==> config.mk <==
export PLATFORM = sky130hd
export DESIGN_NAME = core_stall_profiler
export DESIGN_NICKNAME = d
export VERILOG_FILES = /design/src/rtl/prof_pkg.sv /design/src/rtl/prof_l1_timer.sv /design/src/rtl/prof_period_ctr.sv /design/src/rtl/prof_accum.sv /design/src/rtl/core_stall_profiler.sv
export SDC_FILE = /design/constraint.sdc
export NUM_CORES = 1
export LEC_CHECK = 0
export BUFFER_PORTS_ARGS = -buffer_cell sky130_fd_sc_hd__buf_2
export CORE_ASPECT_RATIO = 1.4
export CORE_MARGIN = 3
export CORE_UTILIZATION = 61
export CTS_BUF_LIST = sky130_fd_sc_hd__clkbuf_8
export DETAILED_ROUTE_END_ITERATION = 8
export GPL_TIMING_DRIVEN = 0
export PLACE_DENSITY = 0.9
export SLEW_MARGIN = 15
export SYNTH_ARGS = -nofsm -noshare
export SYNTH_HDL_FRONTEND = slang
export SYNTH_HIERARCHICAL = 1
export SYNTH_SLANG_ARGS = --single-unit
==> constraint.sdc <==
create_clock -name clk -period 3.2 [get_ports clk]
set_input_delay 0.32 -clock clk [delete_from_list [all_inputs] [get_ports clk]]
set_output_delay 0.32 -clock clk [all_outputs]
set_load 0.03 [all_outputs]
==> src/rtl/prof_pkg.sv <==
package prof_pkg;

  typedef enum logic [1:0] {
    TMR_HOLD = 2'd0,
    TMR_LOAD = 2'd1,
    TMR_DEC  = 2'd2
  } tmr_op_e;

  // Next action for a lookup timer: a miss always reloads, zero is a floor.
  function automatic tmr_op_e tmr_op(input logic miss, input logic at_zero);
    if (miss)
      return TMR_LOAD;
    else if (at_zero)
      return TMR_HOLD;
    else
      return TMR_DEC;
  endfunction

  // A miss cycle is hidden when the core keeps doing private work.
  function automatic logic hidden_cycle(input logic busy, input logic stall,
                                        input logic pend);
    return busy & (~stall | pend);
  endfunction

endpackage

==> src/rtl/prof_l1_timer.sv <==
module prof_l1_timer #(
  parameter int LAT = 12
) (
  input  logic                         clk,
  input  logic                         rst_n,
  input  logic                         miss,
  output logic [$clog2(LAT+1)-1:0]     value,
  output logic                         pending
);
  import prof_pkg::*;

  localparam int TW = $clog2(LAT + 1);

  logic [TW-1:0] cnt;
  tmr_op_e       op;

  assign op = tmr_op(miss, cnt == '0);

  always_ff @(posedge clk or negedge rst_n) begin
    if (!rst_n) begin
      cnt <= '0;
    end else begin
      case (op)
        TMR_LOAD: cnt <= TW'(LAT);
        TMR_DEC:  cnt <= cnt - 1'b1;
        default:  cnt <= cnt;
      endcase
    end
  end

  assign value   = cnt;
  assign pending = (cnt != '0);

endmodule

==> src/rtl/prof_period_ctr.sv <==
module prof_period_ctr #(
  parameter int PT = 4096
) (
  input  logic clk,
  input  logic rst_n,
  output logic period_end
);
  localparam int PW = (PT > 1) ? $clog2(PT) : 1;

  logic [PW-1:0] phase;

  assign period_end = (phase == PW'(PT - 1));

  always_ff @(posedge clk or negedge rst_n) begin
    if (!rst_n)
      phase <= '0;
    else if (period_end)
      phase <= '0;
    else
      phase <= phase + 1'b1;
  end

endmodule

==> src/rtl/prof_accum.sv <==
module prof_accum #(
  parameter int PT = 4096
) (
  input  logic                      clk,
  input  logic                      rst_n,
  input  logic                      inc,
  input  logic                      wrap,
  output logic [$clog2(PT+1)-1:0]   snap
);
  localparam int CW = $clog2(PT + 1);

  logic [CW-1:0] count;
  logic [CW-1:0] count_next;

  assign count_next = count + CW'(inc);

  always_ff @(posedge clk or negedge rst_n) begin
    if (!rst_n) begin
      count <= '0;
      snap  <= '0;
    end else if (wrap) begin
      snap  <= count_next;
      count <= '0;
    end else begin
      count <= count_next;
    end
  end

endmodule

==> src/rtl/core_stall_profiler.sv <==
module core_stall_profiler #(
  parameter int PT  = 4096,
  parameter int LAT = 12
) (
  input  logic                     clk,
  input  logic                     rst_n,
  input  logic                     pipe_stall,
  input  logic                     l1i_miss,
  input  logic                     l1d_miss,
  input  logic                     mshr_has_own,
  output logic [$clog2(PT+1)-1:0]  vul_cycles,
  output logic [$clog2(PT+1)-1:0]  ovl_cycles,
  output logic                     period_done
);
  import prof_pkg::*;

  localparam int NUM_L1 = 2;
  localparam int TW     = $clog2(LAT + 1);

  logic [NUM_L1-1:0] l1_miss;
  logic [NUM_L1-1:0] l1_pend;
  logic [TW-1:0]     tmr_val [NUM_L1];
  logic [TW-1:0]     tmr_i;
  logic [TW-1:0]     tmr_d;
  logic              lookup_pend;
  logic              vul_inc;
  logic              ovl_inc;
  logic              period_end;

  assign l1_miss = {l1d_miss, l1i_miss};

  for (genvar g = 0; g < NUM_L1; g++) begin : g_tmr
    prof_l1_timer #(.LAT(LAT)) u_tmr (
      .clk     (clk),
      .rst_n   (rst_n),
      .miss    (l1_miss[g]),
      .value   (tmr_val[g]),
      .pending (l1_pend[g])
    );
  end

  assign tmr_i       = tmr_val[0];
  assign tmr_d       = tmr_val[1];
  assign lookup_pend = |l1_pend;
  assign vul_inc     = mshr_has_own;
  assign ovl_inc     = hidden_cycle(mshr_has_own, pipe_stall, lookup_pend);

  prof_period_ctr #(.PT(PT)) u_period (
    .clk        (clk),
    .rst_n      (rst_n),
    .period_end (period_end)
  );

  prof_accum #(.PT(PT)) u_vul (
    .clk   (clk),
    .rst_n (rst_n),
    .inc   (vul_inc),
    .wrap  (period_end),
    .snap  (vul_cycles)
  );

  prof_accum #(.PT(PT)) u_ovl (
    .clk   (clk),
    .rst_n (rst_n),
    .inc   (ovl_inc),
    .wrap  (period_end),
    .snap  (ovl_cycles)
  );

  always_ff @(posedge clk or negedge rst_n) begin
    if (!rst_n)
      period_done <= 1'b0;
    else
      period_done <= period_end;
  end

endmodule

==> results.md, run 1 <==
- Outcome: finished, final reports clean
- Global-route wire length before repair: ~12 mm
- Longest Clk Path Bufs: 2
- Biggest area consumer among synthesized cells: dfrtp_1
- Initial antenna violation count: 0
- Final setup vio count: 0
- Leakage: ~1.6 nW
- HPWL after DPL: approximately 4.6 mm
- Worst Max-Slew Pin Slew: a little over 0.5 ns
- DRT antenna net count: 0
- Post-Route Utilization: 0.740
- Remaining Overflow, GRT: 0
- Max FO, Critical Path: 9
- H-tree levels: 3
- FF+latch count, synth: 73
- Vias after detailed routing: around 2,500
- Die W: just under 70 um
- Hold crit path type: input port to register
- Post-CTS Setup Inserts: 0
- Sequential-to-total area share from yosys stat: 0.559
- Row Count: 30
- Power Internal: ~1.5 mW
- Pwr dens: around 560 nW/um2
- Max-slew violations: 0
- Worst Setup End Kind: register
- Placer Congestion: roughly 0.8
- Dominant synthesized flop cell: dfrtp_1
- Slew margin rel.: 0.655
- Worst-path clk slew: about 0.070 ns
- Die H: approximately 90 um
- Nets: 350
- Routed length per instance: ~17 um
- Vias in the first global route: approximately 2,500
- Maximum clock rate: around 380 MHz
- Clk_skew: about 0.011 ns
- Synth Area per Inst: 11.2 um2
- CTS Hold Bufs: 1
- Commonest non-fill, non-tap cells in the layout: 73 x dfrtp_1, 35 x nor2_1, 31 x buf_2
- Clock power share: 0.306
- IO Count: 33
- All-layer global routing usage: 0.248
- # diodes: 0
- Port bufs: 32
- CP startpoint kind: register
- Initial DRT Pass Iterations: 5
- Drt total wl: around 6.8 mm
- Critical path class: register to register
- Worst path arrival time: 2.93 ns
- Post-synthesis cell type count: 38
- Top cell type's share of synthesized area: 0.559
- Clk sinks: 73
- Vias/cell: around 6
- Crit path time final: around 2.7 ns
- Sequential fraction of design power: 0.549
- Ys async rst share: 1.00
- Period utilization: 0.831
- RSZ-0062 raised after global routing: no
- CTS tree: done
- Worst slack at placement: 0.562 ns
- EDFF count, synth: 0
- Worst IR drop on VDD: around 0.41 mV
- Clk Latency, worst-skew pair: 0.35 ns
- Gate power share: 0.145
- CTS root buffer: clkbuf_8
- DR iter-0 viols: ~150
- Max Cap Violations: 0
- Fillcell total: 335
- TNS Setup: 0 ns
- P_sw: between 0.6 and 0.7 mW
- Mapped cell area: 3270 um2
- PostCTS Resize Cnt: 0
- Syn Nets: a little over 300
- Sw frac: 0.299
- Fin. Hold Viols: 0
- Most common cell after layout, fill and taps aside: dfrtp_1
- Largest net degree at the start of global routing: a little under 50
- Mapped Cells: slightly below 300
- Core footprint: about 5000 um2
- Layout cells sized above 1: 0.205
- Final WS setup: 0.540 ns
- Worst Path Required: around 3.5 ns
- Die area: around 6300 um2
- Initial core utilization: 0.650
- Area delta synth->final: 13.9%
- Synth area leaders: dfrtp_1 56%, nor2_1 4.0%, a21oi_1 3.7%, a31oi_1 3.1%, ha_1 2.7%
- Synth Warn #: 6
- CTS Buf Count: 9
- Drt drc: 0
-- cell families (layout without fill, tap and decap cells) --
logic type,Yosys count,after routing,share of synthesized area
xor gates and xnor gates,12,12,0.0322
adders and majority gates,7,7,0.0268
buffers and inverters,20,70,0.0230
muxes,6,6,0.0230
AOI/OAI and AO/OA,70,70,0.129
and+or+nand+nor,104,104,0.207
DFF,73,73,0.559
-- critical path: stages, from the launching register on --
cell and delay, ns:
dfrtp_1 0.42, inv_1 0.08, ha_1 0.24, or3b_4 0.27, nor2_1 0.04, a21boi_1 0.15
ha_1 0.24, ha_1 0.22, nand3_2 0.20, or4_4 0.54, a31oi_1 0.18
-- sequential cells by signal, indices dropped and copies added, names as in the netlist --
register / count
u_ovl/snap: 13
period_done: 1
u_ovl/count: 13
g_tmr.u_tmr/value: 8
u_period/phase: 12
u_vul/snap: 13
u_vul/count: 13
-- stage by stage --
step / hold slack (ns) / std cells / instance area [um2] / power, mW
final: 0.174 / 406 / 3720 / 2.09
after global routing: 0.177 / 406 / 3720 / 2.21
after floorplan: 0.0244 / 292 / 3270 / 1.36
after global placement: 0.489 / 388 / 3510 / 1.42
after detailed placement: 0.261 / 389 / 3540 / 1.46
after CTS: 0.157 / 406 / 3720 / 2.11
-- routing by layer --
layer	routed length [um]	up-vias	part of all wire	track usage
met2	3620	72	0.54	0.400
met4	142	0	0.021	0.121
met1	2670	1249	0.40	0.296
li1	-	1158	-	-
met5	0	-	0	0
met3	326	14	0.048	0.0740
-- area by class of cell --
type / count / area, um2 / area share
plain buffers: 8 / 30.0 / 0.00806
clock buffers: 11 / 151 / 0.0407
clock inverters: 5 / 23.8 / 0.00638
inverters: 12 / 45.0 / 0.0121
multi-input cells: 199 / 1370 / 0.367
flip-flops and latches: 73 / 1830 / 0.491
well taps: 64 / 80.1 / 0.0215
repair buffers: 34 / 200 / 0.0538
-- power groups by stage --
stage | combinational [mW] | sequential [mW] | clock, mW
2_1_floorplan | 0.220 | 1.14 | 0
3_3_place_gp | 0.275 | 1.15 | 0
3_5_place_dp | 0.301 | 1.16 | 0
4_1_cts | 0.306 | 1.15 | 0.656
5_1_grt | 0.345 | 1.17 | 0.694
6_report | 0.303 | 1.15 | 0.641
-- final timing paths --
kind | from | endpoint | slack, ns | cells past startpoint
max | g_tmr[0].u_tmr/value[0]$_DFFE_PN0P_ | u_ovl/snap[12]$_DFFE_PN0P_ | 0.54 | 10
max reg2reg | g_tmr[0].u_tmr/value[0]$_DFFE_PN0P_ | u_ovl/snap[12]$_DFFE_PN0P_ | 0.54 | 10
min | l1d_miss | g_tmr[1].u_tmr/value[1]$_DFFE_PN0P_ | 0.17 | 2
min reg2reg | u_vul/snap[1]$_DFFE_PN0P_ | u_vul/snap[1]$_DFFE_PN0P_ | 0.51 | 1
max in group asynchronous | rst_n | g_tmr[1].u_tmr/value[0]$_DFFE_PN0P_ | 2.22 | 3
min in group asynchronous | rst_n | u_period/phase[10]$_DFF_PN0_ | 0.43 | 2
-- cell usage after synthesis, types with 4 or more instances --
cell,n
dfrtp_1,73
nor2_1,35
a21oi_1,24
a31oi_1,16
inv_1,12
nand3_1,11
o31ai_1,11
o21ai_0,10
or3_1,10
ha_1,7
nand2_1,7
nor2b_1,7
xor2_1,7
or4_4,6
xnor2_1,5
buf_1,4
clkbuf_1,4
mux2_2,4
or4_1,4
No activity file was read; power rests on OpenSTA's default activity.
==> inputs of run 2 (changes only) <==
==> constraint.sdc (replaced) <==
create_clock -name clk -period 2.45 [get_ports clk]
set_input_delay 0.245 -clock clk [delete_from_list [all_inputs] [get_ports clk]]
set_output_delay 0.245 -clock clk [all_outputs]
set_load 0.03 [all_outputs]
==> results.md, run 2 (synthesized netlist as in run 1, its figures left out) <==
- Drt drc: 0 (unchanged)
- Cell family with most CP delay: compound AO/OA/AOI/OAI gates (was simple AND/OR/NAND/NOR gates)
- IO Count: 33 (unchanged)
- Leakage: 1.68 nW (was 1.59 nW)
- Reg2reg end: u_ovl/snap[12]$_DFFE_PN0P_ (unchanged)
- Vias after detailed routing: 2,611 (was 2,493)
- Initial DRT Pass Iterations: 5 (unchanged)
- Routed length per instance: 17.3 um (was 16.6 um)
- Worst path arrival time: 2.68 ns (was 2.93 ns)
- Max-slew violations: 0 (unchanged)
- Outcome: finished, violations left (was finished, final reports clean)
- Max Cap Violations: 0 (unchanged)
- Die H: 92.6 um (unchanged)
- Initial antenna violation count: 0 (unchanged)
- Largest net degree at the start of global routing: 49 (unchanged)
- Worst hold endpoint: g_tmr[1].u_tmr/value[1]$_DFFE_PN0P_ (unchanged)
- CP startpoint kind: register (unchanged)
- CP most frequent cell: ha_2 (was ha_1)
- Clk_skew: 0.00887 ns (was 0.0108 ns)
- Initial core utilization: 0.650 (unchanged)
- Vias/cell: 6.23 (was 6.14)
- Area delta synth->final: 19.0% (was 13.9%)
- RSZ-0062 raised after global routing: yes (was no)
- CTS tree: done (unchanged)
- Period utilization: 1.01 (was 0.831)
- Max FO, Critical Path: 6 (was 9)
- Worst slack at placement: -0.188 ns (was 0.562 ns)
- Core footprint: 5030 um2 (unchanged)
- Vias in the first global route: 2,543 (was 2,545)
- Worst Path Required: 2.65 ns (was 3.47 ns)
- Die W: 67.9 um (unchanged)
- All-layer global routing usage: 0.250 (was 0.248)
- Crit path time final: 2.47 ns (was 2.66 ns)
- DRT antenna net count: 0 (unchanged)
- Worst Max-Slew Pin Slew: 0.634 ns (was 0.518 ns)
- Hold path startpoint: l1d_miss (unchanged)
- HPWL after DPL: 4.60 mm (unchanged)
- Cells along the critical path: inv_1, ha_2, or3b_4, nor2_1, a21boi_1, ha_2, ha_4, nand3_4, o31ai_1, a31oi_4 (was inv_1, ha_1, or3b_4, nor2_1, a21boi_1, ha_1, ha_1, nand3_2, or4_4, a31oi_1)
- Hold crit path type: input port to register (unchanged)
- Commonest non-fill, non-tap cells in the layout: 73 x dfrtp_1, 35 x nor2_1, 33 x buf_2 (was 73 x dfrtp_1, 35 x nor2_1, 31 x buf_2)
- # diodes: 0 (unchanged)
- CTS root buffer: clkbuf_8 (unchanged)
- Violated checks: setup timing
- H-tree levels: 3 (unchanged)
- Clk Latency, worst-skew pair: 0.34 ns (was 0.35 ns)
- Slowest cell on the critical path: o31ai_1 (was or4_4)
- Worst hold stages: 2 (unchanged)
- Nets: 363 (was 350)
- Most common cell after layout, fill and taps aside: dfrtp_1 (unchanged)
- Pwr dens: 723 nW/um2 (was 562 nW/um2)
- Row Count: 30 (unchanged)
- Placer Congestion: 0.810 (unchanged)
- Worst r2r path cells: 10 (unchanged)
- Clk sinks: 73 (unchanged)
- Fin. Hold Viols: 0 (unchanged)
- R2R setup slack: -0.02 ns (was 0.54 ns)
- Remaining Overflow, GRT: 0 (unchanged)
- Layout cells sized above 1: 0.276 (was 0.205)
- Drt total wl: 7.23 mm (was 6.76 mm)
- CTS Buf Count: 9 (unchanged)
- Maximum clock rate: 404 MHz (was 376 MHz)
- Final setup vio count: 1 (was 0)
- Longest Clk Path Bufs: 2 (unchanged)
- Worst-path clk slew: 0.07 ns (about the same)
- Global-route wire length before repair: 11.7 mm (was 11.6 mm)
- Worst Setup End Kind: register (unchanged)
- Final WS setup: -0.0239 ns (was 0.540 ns)
- Critical path class: register to register (unchanged)
- DR iter-0 viols: 186 (was 146)
- Worst IR drop on VDD: 0.528 mV (was 0.406 mV)
- Die area: 6280 um2 (unchanged)
- Max stage delay on crit path: 0.59 ns (was 0.54 ns)
- TNS Setup: -0.0239 ns (was 0 ns)
- WP buf/inv: 1 (unchanged)
- Port bufs: 32 (unchanged)
- Crit Reg-Reg Startpoint: g_tmr[1].u_tmr/value[1]$_DFFE_PN0P_ (was g_tmr[0].u_tmr/value[0]$_DFFE_PN0P_)
- Slew margin rel.: 0.573 (was 0.655)
[run 2: cell types whose count changed in the layout (fill, tap and decap cells not counted), moves of 2 or more]
cell / delta
ha_4: +2
ha_1: -4
ha_2: +2
buf_1: -4
clkbuf_2: +6
buf_4: +13
clkbuf_1: -4
buf_2: +2
[run 2: power breakdown]
group,switching [mW],total (mW),internal [mW]
Clock,0.424,0.835,0.410
Sequential,0.175,1.51,1.34
Combinational,0.253,0.464,0.211
[run 2: routing by layer]
layer	up-vias	routed length, um	GRT usage	share of wire
li1	1184	-	-	-
met1	1299	2800	0.304	0.39
met2	96	3810	0.398	0.53
met3	32	350	0.0752	0.048
met4	0	266	0.121	0.037
met5	-	0	0	0
[run 2: timing repair]
item,4_1_cts,5_1_grt
pin swaps,1,7
hold endpoints to repair,25,0
endpoints found under the setup margin,33,43
hold buffers,1,0
gates resized for setup,8,12
setup buffers,3,10
[run 2: area by class of cell]
class | instances | area, um2
fill | 319 | 1140
clock buffer | 11 | 151
sequential | 73 | 1830
inverter | 12 | 45.0
buffer | 8 | 40.0
clock inverter | 5 | 23.8
tap | 64 | 80.1
timing repair buffer | 47 | 298
multi-input combinational | 199 | 1420
[run 2: how the worst max path moves through the flow]
stage | startpoint | slack [ns] | cells after the start | to
global route | g_tmr[1].u_tmr/value[1]$_DFFE_PN0P_ | -0.08 | 10 | u_ovl/snap[12]$_DFFE_PN0P_
CTS | g_tmr[0].u_tmr/value[1]$_DFFE_PN0P_ | 0.006 | 9 | u_ovl/snap[11]$_DFFE_PN0P_
finish | g_tmr[1].u_tmr/value[1]$_DFFE_PN0P_ | -0.02 | 10 | u_ovl/snap[12]$_DFFE_PN0P_
detailed placement | g_tmr[0].u_tmr/value[0]$_DFFE_PN0P_ | -0.19 | 10 | u_ovl/snap[12]$_DFFE_PN0P_
global placement | u_period/phase[0]$_DFF_PN0_ | -0.09 | 7 | u_vul/snap[7]$_DFFE_PN0P_
floorplan | g_tmr[1].u_tmr/value[0]$_DFFE_PN0P_ | 0.12 | 10 | u_ovl/snap[12]$_DFFE_PN0P_
[run 2: worst register-to-register path, cell delays in order, from the launching register on]
cell and delay, ns:
dfrtp_1 0.37, inv_1 0.05, ha_2 0.20, or3b_4 0.25
nor2_1 0.05, a21boi_1 0.15, ha_2 0.26, ha_4 0.16
nand3_4 0.11, o31ai_1 0.59, a31oi_4 0.15
[run 2: per-stage QoR]
step / area [um2] / hold WS [ns] / util / total power, mW / instances
after floorplan: 3270 / -0.0506 / - / 1.77 / 292
after global placement: 3510 / 0.453 / 0.698 / 1.86 / 388
after detailed placement: 3540 / 0.186 / 0.703 / 1.91 / 389
after CTS: 3770 / 0.0823 / 0.750 / 2.79 / 409
after global routing: 3890 / 0.104 / 0.773 / 2.96 / 419
final: 3890 / 0.101 / 0.773 / 2.81 / 419
